$ cat src/rtl/cvs_pkg.sv
package cvs_pkg;

  // Control inputs gathered into one vector so they can be synchronised together.
  typedef struct packed {
    logic ce;
    logic cs_n;
    logic rc;
    logic a0;
    logic emul;
  } ctl_t;

  localparam int CTL_W = $bits(ctl_t);

  // Reset value of the synchroniser: a pin state that cannot start anything.
  localparam ctl_t CTL_IDLE = '{ce: 1'b0, cs_n: 1'b1, rc: 1'b1, a0: 1'b0, emul: 1'b0};

  typedef enum logic {
    LEN_FULL  = 1'b0,
    LEN_SHORT = 1'b1
  } len_e;

  function automatic logic start_cond(input ctl_t c);
    return c.ce & ~c.cs_n & ~c.rc;
  endfunction

endpackage

$ cat src/rtl/cvs_sync.sv
module cvs_sync #(
  parameter int              W       = 1,
  parameter int              STAGES  = 2,
  parameter logic [W-1:0]    RST_VAL = '0
) (
  input  logic         clk,
  input  logic         rst,
  input  logic [W-1:0] din,
  output logic [W-1:0] dout
);

  logic [STAGES-1:0][W-1:0] stg;

  always_ff @(posedge clk) begin
    if (rst) begin
      for (int i = 0; i < STAGES; i++) stg[i] <= RST_VAL;
    end else begin
      stg[0] <= din;
      for (int i = 1; i < STAGES; i++) stg[i] <= stg[i-1];
    end
  end

  assign dout = stg[STAGES-1];

endmodule

$ cat src/rtl/cvs_start_detect.sv
module cvs_start_detect
  import cvs_pkg::*;
(
  input  logic clk,
  input  logic rst,
  input  ctl_t ctl_s,
  output logic trig
);

  logic cond_now;
  logic cond_q;

  assign cond_now = start_cond(ctl_s);

  always_ff @(posedge clk) begin
    if (rst) cond_q <= 1'b0;
    else     cond_q <= cond_now;
  end

  // One cycle high on the transition that completes the condition.
  assign trig = cond_now & ~cond_q;

endmodule

$ cat src/rtl/cvs_acq_timer.sv
module cvs_acq_timer #(
  parameter int ACQ_CYCLES = 400
) (
  input  logic clk,
  input  logic rst,
  input  logic load,
  output logic active,
  output logic expire
);

  localparam int CW = $clog2(ACQ_CYCLES + 1);
  localparam logic [CW-1:0] LAST = CW'(ACQ_CYCLES - 1);

  logic [CW-1:0] cnt;

  always_ff @(posedge clk) begin
    if (rst) begin
      cnt    <= '0;
      active <= 1'b0;
    end else if (load) begin
      cnt    <= LAST;
      active <= 1'b1;
    end else if (active) begin
      if (cnt == '0) active <= 1'b0;
      else           cnt    <= cnt - 1'b1;
    end
  end

  assign expire = active & (cnt == '0);

  assert_count_bound_R8: assert property (@(posedge clk) disable iff (rst)
    active |-> (cnt <= LAST));

endmodule

$ cat src/rtl/cvs_start_ctrl.sv
module cvs_start_ctrl
  import cvs_pkg::*;
#(
  parameter int SYNC_STAGES = 2,
  parameter int ACQ_CYCLES  = 400
) (
  input  logic clk,
  input  logic rst,
  input  logic chip_en,
  input  logic chip_sel_n,
  input  logic rd_conv,
  input  logic byte_addr,
  input  logic emul_mode,
  input  logic seq_busy,
  output logic start_pulse,
  output logic len_short,
  output logic hold_active
);

  ctl_t             raw;
  ctl_t             syn;
  logic [CTL_W-1:0] syn_bits;
  logic             trig;
  logic             lockout;
  logic             tmr_load;
  logic             tmr_active;
  logic             tmr_expire;
  logic             start_nxt;
  logic             busy_d;
  logic             start_q;
  logic             hold_q;
  len_e             len_q;

  assign raw = '{ce: chip_en, cs_n: chip_sel_n, rc: rd_conv, a0: byte_addr, emul: emul_mode};

  cvs_sync #(
    .W       (CTL_W),
    .STAGES  (SYNC_STAGES),
    .RST_VAL (CTL_IDLE)
  ) u_sync (
    .clk  (clk),
    .rst  (rst),
    .din  (raw),
    .dout (syn_bits)
  );

  assign syn = ctl_t'(syn_bits);

  cvs_start_detect u_detect (
    .clk   (clk),
    .rst   (rst),
    .ctl_s (syn),
    .trig  (trig)
  );

  // A conversion is in flight, pending or just launched.
  assign lockout  = seq_busy | tmr_active | hold_q;
  assign tmr_load = trig & ~lockout & syn.emul;

  cvs_acq_timer #(
    .ACQ_CYCLES (ACQ_CYCLES)
  ) u_timer (
    .clk    (clk),
    .rst    (rst),
    .load   (tmr_load),
    .active (tmr_active),
    .expire (tmr_expire)
  );

  assign start_nxt = (trig & ~lockout & ~syn.emul) | tmr_expire;

  always_ff @(posedge clk) begin
    if (rst) begin
      start_q <= 1'b0;
      hold_q  <= 1'b0;
      len_q   <= LEN_FULL;
      busy_d  <= 1'b0;
    end else begin
      start_q <= start_nxt;
      busy_d  <= seq_busy;
      if (trig) len_q <= len_e'(syn.a0);
      if (start_nxt)              hold_q <= 1'b1;
      else if (busy_d & ~seq_busy) hold_q <= 1'b0;
    end
  end

  assign start_pulse = start_q;
  assign hold_active = hold_q;
  assign len_short   = len_q;

  assert_single_pulse_R2: assert property (@(posedge clk) disable iff (rst)
    start_q |=> !start_q);

  assert_len_on_trig_R4: assert property (@(posedge clk) disable iff (rst)
    !trig |=> $stable(len_q));

  assert_hold_blocks_R5: assert property (@(posedge clk) disable iff (rst)
    hold_q |=> !start_q);

  assert_busy_blocks_R5: assert property (@(posedge clk) disable iff (rst)
    (seq_busy && !tmr_active) |=> !start_q);

  assert_pulse_with_hold_R7: assert property (@(posedge clk) disable iff (rst)
    start_q |-> hold_q);

  assert_delay_no_reload_R9: assert property (@(posedge clk) disable iff (rst)
    tmr_expire |=> !tmr_active);

  assert_hold_release_R10: assert property (@(posedge clk) disable iff (rst)
    $fell(hold_q) |-> !$past(seq_busy));

endmodule

$ cat config.mk
export PLATFORM = sky130hd
export DESIGN_NAME = cvs_start_ctrl
export DESIGN_NICKNAME = d
export VERILOG_FILES = /design/src/rtl/cvs_pkg.sv /design/src/rtl/cvs_sync.sv /design/src/rtl/cvs_start_detect.sv /design/src/rtl/cvs_acq_timer.sv /design/src/rtl/cvs_start_ctrl.sv
export SDC_FILE = /design/constraint.sdc
export NUM_CORES = 1
export LEC_CHECK = 0
export ABC_AREA = 1
export BUFFER_PORTS_ARGS = -buffer_cell sky130_fd_sc_hd__buf_4
export CORE_ASPECT_RATIO = 0.7
export CORE_MARGIN = 1.5
export CORE_UTILIZATION = 35
export CTS_CLUSTER_DIAMETER = 100
export DETAILED_ROUTE_END_ITERATION = 7
export PLACE_DENSITY = 0.62
export REMOVE_ABC_BUFFERS = 1
export SYNTH_ARGS = -nofsm -noshare
export SYNTH_HDL_FRONTEND = slang
export SYNTH_SLANG_ARGS = --single-unit
$ cat constraint.sdc
create_clock -name clk -period 1.4 [get_ports clk]
set_input_delay 0.28 -clock clk [delete_from_list [all_inputs] [get_ports clk]]
set_output_delay 0.28 -clock clk [all_outputs]
set_load 0.005 [all_outputs]
# Yosys cells after proc, flatten, opt, wreduce, memory -nomap -nowiden
# Cells that the tools add are included.
word_totals:
  ff_bits: 25
  out_inout_bits: 3
  elab_cells: 44
op_classes:
  add_sub_neg: 1
  n_eq_ne: 1
  mux: 8
  bitwise_logic: 18
  n_reduce_logical: 6
op_table:
  columns: ["cell", "n"]
  rows:
  - ["9-bit 2-to-1 mux", 3]
  - ["9-bit logical NOT", 1]
  - ["9-bit by 1-bit subtractor with 9-bit output, second input constant", 1]
  - ["1-bit AND", 8]
  - ["1-bit NOT", 7]
  - ["1-bit 2-to-1 mux", 5]
  - ["2-bit AND reduction", 2]
  - ["2-bit nonzero test", 2]
  - ["1-bit bitwise OR", 3]
  - ["2-bit inequality test, second input constant", 1]
  - ["2-bit OR reduction", 1]

# Logic depth before layout (Yosys ltp)
# Gate-level depths: netlist (run 1).
depth:
  word_depth: 8
  depth_mapped: 10

# Modules after synthesis
# From an unflattened synthesis (run 1), not the netlist that was laid out.
hier_totals:
  cells_unflattened: 152
  hier_area_um2: 1106.1
modules_own_cells:
  columns: ["module", "n_inst", "cells_per_inst", "area_per_inst_um2", "seq_area_each_um2"]
  rows:
  - ["cvs_acq_timer", 1, 86, 583.1, 200.2]
  - ["cvs_sync", 1, 36, 316.6, 200.2]
  - ["cvs_start_ctrl", 1, 24, 161.4, 80.1]
  - ["cvs_start_detect", 1, 6, 45.0, 20.0]

# Worst setup path after synthesis (run 1)
# OpenSTA, ideal clock, no wires.
synth_path:
  path_type: "register to register"
  from: "register u_timer.cnt[0]"
  to: "register u_timer.cnt[1]"
  setup_ps: 66
  arrival_ps: 1265
  required_ps: 1334
  path_slack_ps: 69
  stages_incl_launch_ff: 11
  synth_period_minus_slack_ps: 1331
  path_cell_list: "dfxtp_1 > inv_1 > ha_1 > nand2_2 > nor2_4 > nand3_4 > nand2_4 > inv_2 > nand2_1 > nand2_1 > a21oi_2"
synth_between:
  elab_chain_cells: 4
  word_cells_on_any_way: 7
synth_rtl:
  columns: ["item", "line_no", "text"]
  rows:
  - ["start: declaration", "cvs_acq_timer.sv:14", "logic [CW-1:0] cnt;"]
  - ["start signal: assignment", "cvs_acq_timer.sv:25", "else cnt <= cnt - 1'b1;"]
  - ["9-bit by 1-bit subtractor with 9-bit output", "cvs_acq_timer.sv:25", null]
  - ["9-bit 2-to-1 mux", "cvs_acq_timer.sv:24", "if (cnt == '0) active <= 1'b0;"]
  - ["9-bit 2-to-1 mux", "cvs_acq_timer.sv:23", "end else if (active) begin"]
  - ["9-bit 2-to-1 mux", "cvs_acq_timer.sv:20", "end else if (load) begin"]
# Parallel ways exist; a longest one is shown, timed or not. The select of a mux whose other input is x is not followed.
# A chain may end at the register's enable or synchronous reset.

# Final worst setup path (run 1)
layout_path:
  from: "register u_timer.cnt[1]"
  to: "register u_timer.cnt[3]"
# Same word-level chain as after synthesis.

==> results of run 1 <==
[cell families (layout without fill, tap and decap cells)]
group                    count (synthesis)  count (layout)
flip-flops                              25              25
adder cells (fa/ha/maj)                  1               1
AND/OR/NAND/NOR                         69              69
AO/OA/AOI/OAI                           10              10
buffers and inverters                   25              43
XOR/XNOR                                 4               4
[repair_timing]
action                     4_1_cts  5_1_grt
buffers inserted                 0        2
hold buffers                     0        0
setup endpoints to repair        0        8
gates resized for setup          0        7
[flip-flops by register name, indices dropped and copies added, names as in the netlist]
name             cells
u_sync.stg           5
u_timer.cnt          9
u_detect.cond_q      1
start_pulse          1
u_sync.dout          5
len_short            1
u_timer.active       1
hold_active          1
busy_d               1
[metal layers]
| layer | share of wire [%] | vias to the layer above |
|---|---|---|
| met3 | 3.7 | 2 |
| met4 | 0.73 | 0 |
| met1 | 49 | 390 |
| li1 | - | 449 |
| met5 | 0 | - |
| met2 | 46 | 15 |
[cell usage in the layout, fill, tap and decap left out, types with 4 or more instances in the layout]
cell | netlist | final
xor2_1 | 4 | 4
dfxtp_1 | 25 | 24
nand3_1 | 9 | 9
inv_2 | 5 | 7
inv_1 | 18 | 16
a21oi_1 | 6 | 6
nor2_1 | 18 | 18
nand2_1 | 23 | 23
buf_4 | 1 | 16
or2_2 | 4 | 4
[layout make-up]
class / instances / share of cell area (%)
clock inverter: 1 / 0.679
tap: 36 / 3.49
inverter: 23 / 6.69
timing repair buffer: 16 / 9.31
sequential: 25 / 38.9
multi-input combinational: 84 / 37.7
clock buffer: 3 / 3.20
[through the flow]
stage | util [%] | hold slack (ns) | instances | TNS [ns] | power [uW]
2_1_floorplan | - | 0.349 | 132 | 0 | 765
3_3_place_gp | 42.3 | 0.394 | 182 | 0 | 790
3_5_place_dp | 42.3 | 0.402 | 182 | 0 | 791
4_1_cts | 44.1 | 0.184 | 186 | 0 | 1240
5_1_grt | 45.7 | 0.175 | 188 | -0.00515 | 1280
6_report | 45.7 | 0.182 | 188 | 0 | 1230
[report_power, final]
group | total [uW] | internal, uW | switching, uW | leakage [uW]
sequential | 730 | 726 | 4.48 | 0.000204
clock | 458 | 209 | 249 | 0.0000261
combinational | 45.0 | 22.3 | 22.6 | 0.000372
[worst max path at each step]
stage | from | slack (ns) | to | cells past startpoint
after floorplan | u_timer.cnt[0] | 0.07 | u_timer.cnt[1] | 10
after global placement | u_timer.cnt[1] | 0.09 | u_timer.cnt[3] | 10
after detailed placement | u_timer.cnt[1] | 0.04 | u_timer.cnt[1] | 10
after CTS | u_timer.cnt[1] | 0.008 | u_timer.cnt[3] | 10
after global routing | u_timer.cnt[1] | -0.005 | u_timer.cnt[1] | 10
final | u_timer.cnt[1] | 0.07 | u_timer.cnt[3] | 10
==> results.yml, run 1 <==
power_and_ir_drop:
  ir_drop_mv: 0.508
  p_leak_uw: 0.000602
  p_per_area_nw_per_um2: 956
setup_path:
  start_kind: "register"
  crit_path_top_delay_cell: "dfxtp_2"
  reg2reg_from: "u_timer.cnt[1]"
  timing.rr.end: "u_timer.cnt[3]"
  path_class: "register to register"
  crit_chain: "inv_2, ha_4, nand2_2, nor2_4, nand3_4, nand2_8, nand2_4, nor2_1, nor2_1, nor2_1"
  cpMostUsedCell: "nor2_1"
  crit_path_max_incr_delay_ns: 0.33
  arrival_ns: 1.55
  end_kind: "register"
  path_max_fanout: 7
  reg2reg_depth: 10
  reg2reg_slack_ns: 0.07
  cpLargestDelayFamily: "simple AND/OR/NAND/NOR gates"
  required_ns: 1.62
  path_buf_inv: 1
detailed_routing:
  routed_wl_um: 1920
  vias: 856
  first_pass_iters: 4
  drc: 0
  drt-wirelength-per-cell_um: 10.2
  ant_nets: 0
  viasPerCell: 4.55
  drtIter0Drc: 20
cts:
  cts_tree: "yes"
  cts_buffer_depth: 2
  cts.clk_slew.worst_paths_ns: 0.10
  cts_buffers: 3
  clock_sinks: 25
  root_buffer: "clkbuf_8"
  clkLatencyLatePin_ns: 0.28
  h-tree-depth: 1
final_layout:
  multi_input_area_um2: 487
  fillers: 280
  fin_nets: 162
  antennaDiodeCount: 0
  drive_gt1_share_pct: 28.9
  design_area_um2: 1290
  area_delta_synth_final_pct: 22.2
  register_area_um2: 502
global_routing:
  use_met3_pct: 2.77
  gr-usage-all-layers_pct: 12.2
  antenna_found_initial: 0
  grt_pass1_vias: 723
  top_usage_layer: "met1"
  overflow: 0
  met2_usage_pct: 17.3
  grt_max_degree: 18
  grt_first_pass_wirelength_um: 3130
  grt_util_met1_pct: 18.1
sta:
  slew_headroom_pct: 82.1
  tightest_slew_ns: 0.268
  fin_crit_sh_pct: 95.2
  hold_viol: 0
  finalCriticalPeriod_ns: 1.33
  finalSetupViolCount: 0
  max_freq_ghz: 0.751
  fin_ws_ns: 0.0679
  fin_skew_ns: 0.00574
  maxSlewViolCount: 0
synthesis:
  synthSimpleGateAreaFrac_pct: 33.8
  synthTopCellsByCount: "dfxtp_1, nand2_1, inv_1, nor2_1, nand3_1"
  ys_seq_area_share_pct: 47.4
  synth_cells: 134
  ys_top_cells_by_area: "dfxtp_1, nand2_1, inv_1"
  async_flop_share_pct: 0
  synth.cell_area_um2: 1060
  muxShareOfSynthArea_pct: 0
  synth_top_area_cell: "dfxtp_1"
  synth_top_area_share_pct: 47.4
  synth-edff-count: 0
  yosysWarnings: 0
  yosys.cell_types.count: 24
  yosysMostFrequentCell: "dfxtp_1"
  synth-compound-area-share_pct: 5.09
  synthXorXnorAreaFrac_pct: 3.32
  synth_top_family_by_area: "simple AND/OR/NAND/NOR gates"
  synth_fa_ha_area_share_pct: 1.18
  synth_ff_type: "dfxtp_1"
  synth.avg_cell_area_um2: 7.88
  synth-seq-cells: 25
floorplan:
  coreArea_um2: 2820
  initial_utilization_pct: 37.4
  die_y_um: 49.0
  die_x_um: 68.7
  rows: 16
  die_area_um2: 3360
  io-pin-count: 11
run_status:
  outcome: "complete, no violations"
place:
  preCtsSetupSlack_ns: 0.0400
  placed_area_um2: 1190
  portBuffers: 10
  routabilityCongestion: 0.812
  dp_hpwl_um: 1430
run:
  maxCapViolations: 0
hold_path:
  min-delay-start: "chip_sel_n"
  hold_class: "input pin to register"
  hold_end: "u_sync.stg[3]"
  holdPathStages: 2
No activity file was read; power rests on OpenSTA's default activity.
==> run 2, diff against run 1 <==
--- a/config.mk
+++ b/config.mk
@@ -12,7 +12,7 @@
 export CORE_UTILIZATION = 35
 export CTS_CLUSTER_DIAMETER = 100
 export DETAILED_ROUTE_END_ITERATION = 7
-export PLACE_DENSITY = 0.62
+export PLACE_DENSITY_LB_ADDON = 0.12
 export REMOVE_ABC_BUFFERS = 1
 export SYNTH_ARGS = -nofsm -noshare
 export SYNTH_HDL_FRONTEND = slang
==> run 2 against run 1 <==
  * Fmax grew 0.65%
  * Combinational power fell by 1%
  * Via count decreased by 4.7%
  * Critical path type unchanged
  * Largest cell class unchanged
  * Highest routed layer unchanged
==> results.yml, run 2 (synthesis gave the netlist of run 1 again) <==
setup_path:
  end_kind: "register"
  reg2reg_from: "u_timer.cnt[1]"
  cp-startpoint: "u_timer.cnt[1]"
  cpMostUsedCell: "inv_2"
  crit_path_top_delay_cell: "dfxtp_2"
  start_kind: "register"
  required_ns: 1.56
  path_max_fanout: 7
  crit_path_max_incr_delay_ns: 0.33
  timing.rr.end: "u_timer.cnt[0]"
  path_class: "register to register"
  reg2reg_depth: 9
  arrival_ns: 1.48
  endpoint: "u_timer.cnt[0]"
  crit_chain: "inv_2, ha_4, nand2_2, nor2_4, nand3_4, nand2_8, nand2_4, inv_2, a21oi_1"
  reg2reg_slack_ns: 0.08
cts:
  root_buffer: "clkbuf_8"
  cts_tree: "yes"
  cts_buffers: 3
  cts.clk_slew.worst_paths_ns: 0.08
  cts_buffer_depth: 2
  clkLatencyLatePin_ns: 0.27
  clock_sinks: 25
  h-tree-depth: 1
final_layout:
  largest_register_ffs: 9
  design_area_um2: 1280
  fillers: 276
  instances_no_fill: 187
  final_common_cell: "dfxtp_1"
  drive_gt1_share_pct: 29.1
  top_register: "u_timer.cnt"
  area_delta_synth_final_pct: 21.2
  fin_nets: 161
  layout_common_cells: "dfxtp_1, nand2_1, nor2_1"
  antennaDiodeCount: 0
place:
  placed_area_um2: 1190
  routabilityCongestion: 0.876
  dp_hpwl_um: 1320
  dp_cells: 182
  portBuffers: 10
  preCtsSetupSlack_ns: 0.0351
detailed_routing:
  vias: 816
  first_pass_iters: 3
  drt-wirelength-per-cell_um: 10.0
  ant_nets: 0
  drtIter0Drc: 10
  routed_wl_um: 1870
  drc: 0
  viasPerCell: 4.36
floorplan:
  die_area_um2: 3360
  io-pin-count: 11
  rows: 16
  die_x_um: 68.7
  coreArea_um2: 2820
  die_y_um: 49.0
  initial_utilization_pct: 37.4
power_and_ir_drop:
  p_per_area_nw_per_um2: 935
  ir_drop_mv: 0.541
  power_uw: 1200
  p_leak_uw: 0.000593
sta:
  max_freq_ghz: 0.756
  finalCriticalPeriod_ns: 1.32
  fin_skew_ns: 0.00383
  hold_viol: 0
  fin_ws_ns: 0.0765
  worst_hold_slack_ns: 0.195
  maxSlewViolCount: 0
  rsz0062_at_grt: "true"
  fin_crit_sh_pct: 94.5
  tightest_slew_ns: 0.266
  slew_headroom_pct: 82.2
  finalSetupViolCount: 0
global_routing:
  overflow: 0
  grt_util_met1_pct: 18.1
  met2_usage_pct: 18.8
  gr-usage-all-layers_pct: 13.2
  grt_pass1_vias: 764
  grt_first_pass_wirelength_um: 3300
  antenna_found_initial: 0
  use_met3_pct: 4.85
  top_usage_layer: "met2"
  grt_max_degree: 18
hold_path:
  min-delay-start: "chip_sel_n"
  hold_class: "input pin to register"
run:
  maxCapViolations: 0
run_status:
  outcome: "complete, no violations"
[run 2: changes by cell type in the layout (fill, tap and decap cells not counted)]
| cell | change |
|---|---|
| clkbuf_1 | +1 |
| buf_4 | -1 |
| nor2_1 | -1 |
| inv_4 | +1 |
| nor2_2 | +1 |
| inv_2 | -1 |
| nand3_1 | -1 |
| inv_6 | -1 |
| nand3_2 | +2 |
| nand3_4 | -1 |
[run 2: layout make-up]
class / count / area (um^2) / area share [%]
sequential: 25 / 502 / 39.2
multi-input combinational: 84 / 487 / 38.0
timing repair buffer: 15 / 113 / 8.80
inverter: 23 / 88.8 / 6.94
clock buffer: 4 / 45.0 / 3.52
tap: 36 / 45.0 / 3.52
[run 2: routing by layer]
metal / up-vias / part of all wire, %
li1: 446 / -
met1: 356 / 51
met2: 9 / 44
met3: 5 / 4.0
met4: 0 / 1.8
met5: - / 0
[run 2: repair_timing]
| action | 4_1_cts | 5_1_grt |
|---|---|---|
| gates resized for setup | 0 | 9 |
| endpoints found under the setup margin | 0 | 11 |
| hold buffers | 0 | 0 |
| buffers inserted | 0 | 1 |
[run 2: worst min-delay path by stage]
stage / depth (start not counted) / slack, ns / to
3_3_place_gp: 1 / 0.39 / u_sync.dout[2]
2_1_floorplan: 1 / 0.35 / u_timer.cnt[2]
3_5_place_dp: 1 / 0.40 / u_sync.dout[2]
5_1_grt: 2 / 0.19 / u_sync.stg[3]
4_1_cts: 2 / 0.19 / u_sync.stg[3]
6_report: 2 / 0.19 / u_sync.stg[3]
[run 2: where the power goes]
group	total (uW)	internal [uW]	switching, uW	leakage (uW)
combinational	44.5	22.3	22.2	0.000366
sequential	729	725	3.51	0.000204
clock	423	204	220	0.0000228
total	1200	951	245	0.000593
[run 2: critical path: cells and delay by family, from the launching register on]
family,cells,cell delay [ns]
buffers and inverters,2,0.15
AOI/OAI and AO/OA,1,0.07
and+or+nand+nor,5,0.52
DFF,1,0.33
adders and majority gates,1,0.14
[run 2: metrics by stage]
step | utilization (%) | setup TNS [ns]
after global placement | 42.3 | 0
after CTS | 43.9 | 0
final | 45.3 | 0
after detailed placement | 42.3 | 0
after global routing | 45.3 | -0.0606
after floorplan | - | 0
==> run 3, diff against run 2 <==
--- a/config.mk
+++ b/config.mk
@@ -9,7 +9,7 @@
 export BUFFER_PORTS_ARGS = -buffer_cell sky130_fd_sc_hd__buf_4
 export CORE_ASPECT_RATIO = 0.7
 export CORE_MARGIN = 1.5
-export CORE_UTILIZATION = 35
+export CORE_UTILIZATION = 50
 export CTS_CLUSTER_DIAMETER = 100
 export DETAILED_ROUTE_END_ITERATION = 7
 export PLACE_DENSITY_LB_ADDON = 0.12
==> run 3 against run 2 <==
  * Via count rose by 4.8%
  * Sequential power barely moved
  * Cell area fell by 1.6%
  * Worst setup slack got worse by 0.028 ns
  * Worst hold slack got worse by 0.056 ns
  * Clock-buffer cell count fell by 1
  * Clock power fell by 25%
  * Power fell by 8.5%
  * Critical path type unchanged
  * Highest routed layer unchanged
==> results.yml, run 3 (synthesis gave the netlist of run 1 again) <==
run_status:
  outcome: "complete, no violations"
sta:
  maxSlewViolCount: 0
  fin_skew_ns: 0.00690
  rsz0062_at_grt: "true"
  fin_crit_sh_pct: 96.5
  finalCriticalPeriod_ns: 1.35
  hold_viol: 0
  tns_ns: 0
  worst_hold_slack_ns: 0.138
  tightest_slew_ns: 0.290
  finalSetupViolCount: 0
  slew_headroom_pct: 80.5
  max_freq_ghz: 0.740
final_layout:
  fillers: 170
  final_common_cell: "dfxtp_1"
  register_area_um2: 502
  multi_input_area_um2: 492
  largest_register_ffs: 9
  top_register: "u_timer.cnt"
  layout_common_cells: "dfxtp_1, nand2_1, inv_1, nor2_1, buf_4"
  area_delta_synth_final_pct: 19.3
  design_area_um2: 1260
  antennaDiodeCount: 0
  drive_gt1_share_pct: 30.3
  fin_nets: 162
detailed_routing:
  ant_nets: 0
  vias: 855
  drc: 0
  viasPerCell: 4.91
  drtIter0Drc: 20
  routed_wl_um: 1940
  drt-wirelength-per-cell_um: 11.2
  first_pass_iters: 4
floorplan:
  io-pin-count: 11
  rows: 13
  die_y_um: 41.5
  coreArea_um2: 1920
  initial_utilization_pct: 55.0
  die_x_um: 57.9
  die_area_um2: 2400
setup_path:
  path_max_fanout: 7
  reg2reg_depth: 10
  timing.rr.end: "u_timer.cnt[1]"
  required_ns: 1.66
  end_kind: "register"
  path_class: "register to register"
  reg2reg_from: "u_timer.cnt[1]"
  start_kind: "register"
  reg2reg_slack_ns: 0.05
  arrival_ns: 1.61
global_routing:
  grt_max_degree: 18
  antenna_found_initial: 0
  grt_pass1_vias: 752
  grt_first_pass_wirelength_um: 3170
  gr-usage-all-layers_pct: 16.8
  overflow: 0
place:
  routabilityCongestion: 0.906
  dp_hpwl_um: 1320
  placed_area_um2: 1180
  portBuffers: 10
cts:
  cts_tree: "yes"
  clkLatencyLatePin_ns: 0.32
  cts.clk_slew.worst_paths_ns: 0.13
  cts_buffers: 3
  cts_buffer_depth: 2
  h-tree-depth: 1
  root_buffer: "clkbuf_4"
  clock_sinks: 25
hold_path:
  hold_class: "input pin to register"
  holdPathStages: 2
  min-delay-start: "chip_sel_n"
  hold_end: "u_sync.stg[3]"
run:
  maxCapViolations: 0
power_and_ir_drop:
  ir_drop_mv: 0.717
  p_leak_uw: 0.000595
  power_uw: 1090
  p_per_area_nw_per_um2: 869
run 3: worst max-delay path by stage:
| stage | from | end | slack [ns] | cells past startpoint |
|---|---|---|---|---|
| after floorplan | u_timer.cnt[0] | u_timer.cnt[1] | 0.07 | 10 |
| after global placement | u_timer.cnt[1] | u_timer.cnt[3] | 0.1 | 9 |
| after detailed placement | u_timer.cnt[1] | u_timer.cnt[1] | 0.04 | 10 |
| after CTS | u_timer.cnt[1] | u_timer.cnt[1] | 0.01 | 10 |
| after global routing | u_timer.cnt[1] | u_timer.cnt[3] | -0.05 | 10 |
| final | u_timer.cnt[1] | u_timer.cnt[1] | 0.05 | 10 |
run 3: per-layer routing:
layer	track usage [%]	share of wire, %	vias to the layer above
met3	5.61	6.8	2
met4	3.26	0.77	0
met1	23.3	47	375
met2	25.7	45	29
met5	0	0	-
li1	-	-	449
run 3: timing repair:
| action | in CTS | in global routing |
|---|---|---|
| hold endpoints to repair | 0 | 0 |
| buffers inserted | 0 | 2 |
| gates resized for setup | 0 | 11 |
| setup endpoints to repair | 0 | 11 |
| hold buffers | 0 | 0 |
run 3: area by class of cell:
type / count / area share, %
Clock inverter: 1 / 0.397
Timing Repair Buffer: 16 / 9.53
Clock buffer: 3 / 1.79
Sequential cell: 25 / 39.8
Multi-Input combinational cell: 84 / 39.0
Inverter: 23 / 7.25
Tap cell: 22 / 2.18
run 3: through the flow:
| stage | setup WS, ns | util (%) | std cells |
|---|---|---|---|
| 2_1_floorplan | 0.0676 | - | 132 |
| 3_3_place_gp | 0.0964 | 61.3 | 168 |
| 3_5_place_dp | 0.0426 | 61.3 | 168 |
| 4_1_cts | 0.0130 | 62.8 | 172 |
| 5_1_grt | -0.0457 | 65.6 | 174 |
| 6_report | 0.0488 | 65.6 | 174 |
run 3: power breakdown:
group	internal (uW)	switching, uW
combinational	22.4	23.0
clock	107	211
sequential	726	4.71
run 3: critical path, cell delays in order (launching register included):
cell and delay [ns]:
dfxtp_2 0.37, inv_4 0.07, ha_4 0.14, nand2_2 0.06, nor2_4 0.16, nand3_4 0.14, nand2_8 0.13, inv_4 0.04
nand2_1 0.04, nand2_1 0.06, a21oi_2 0.10
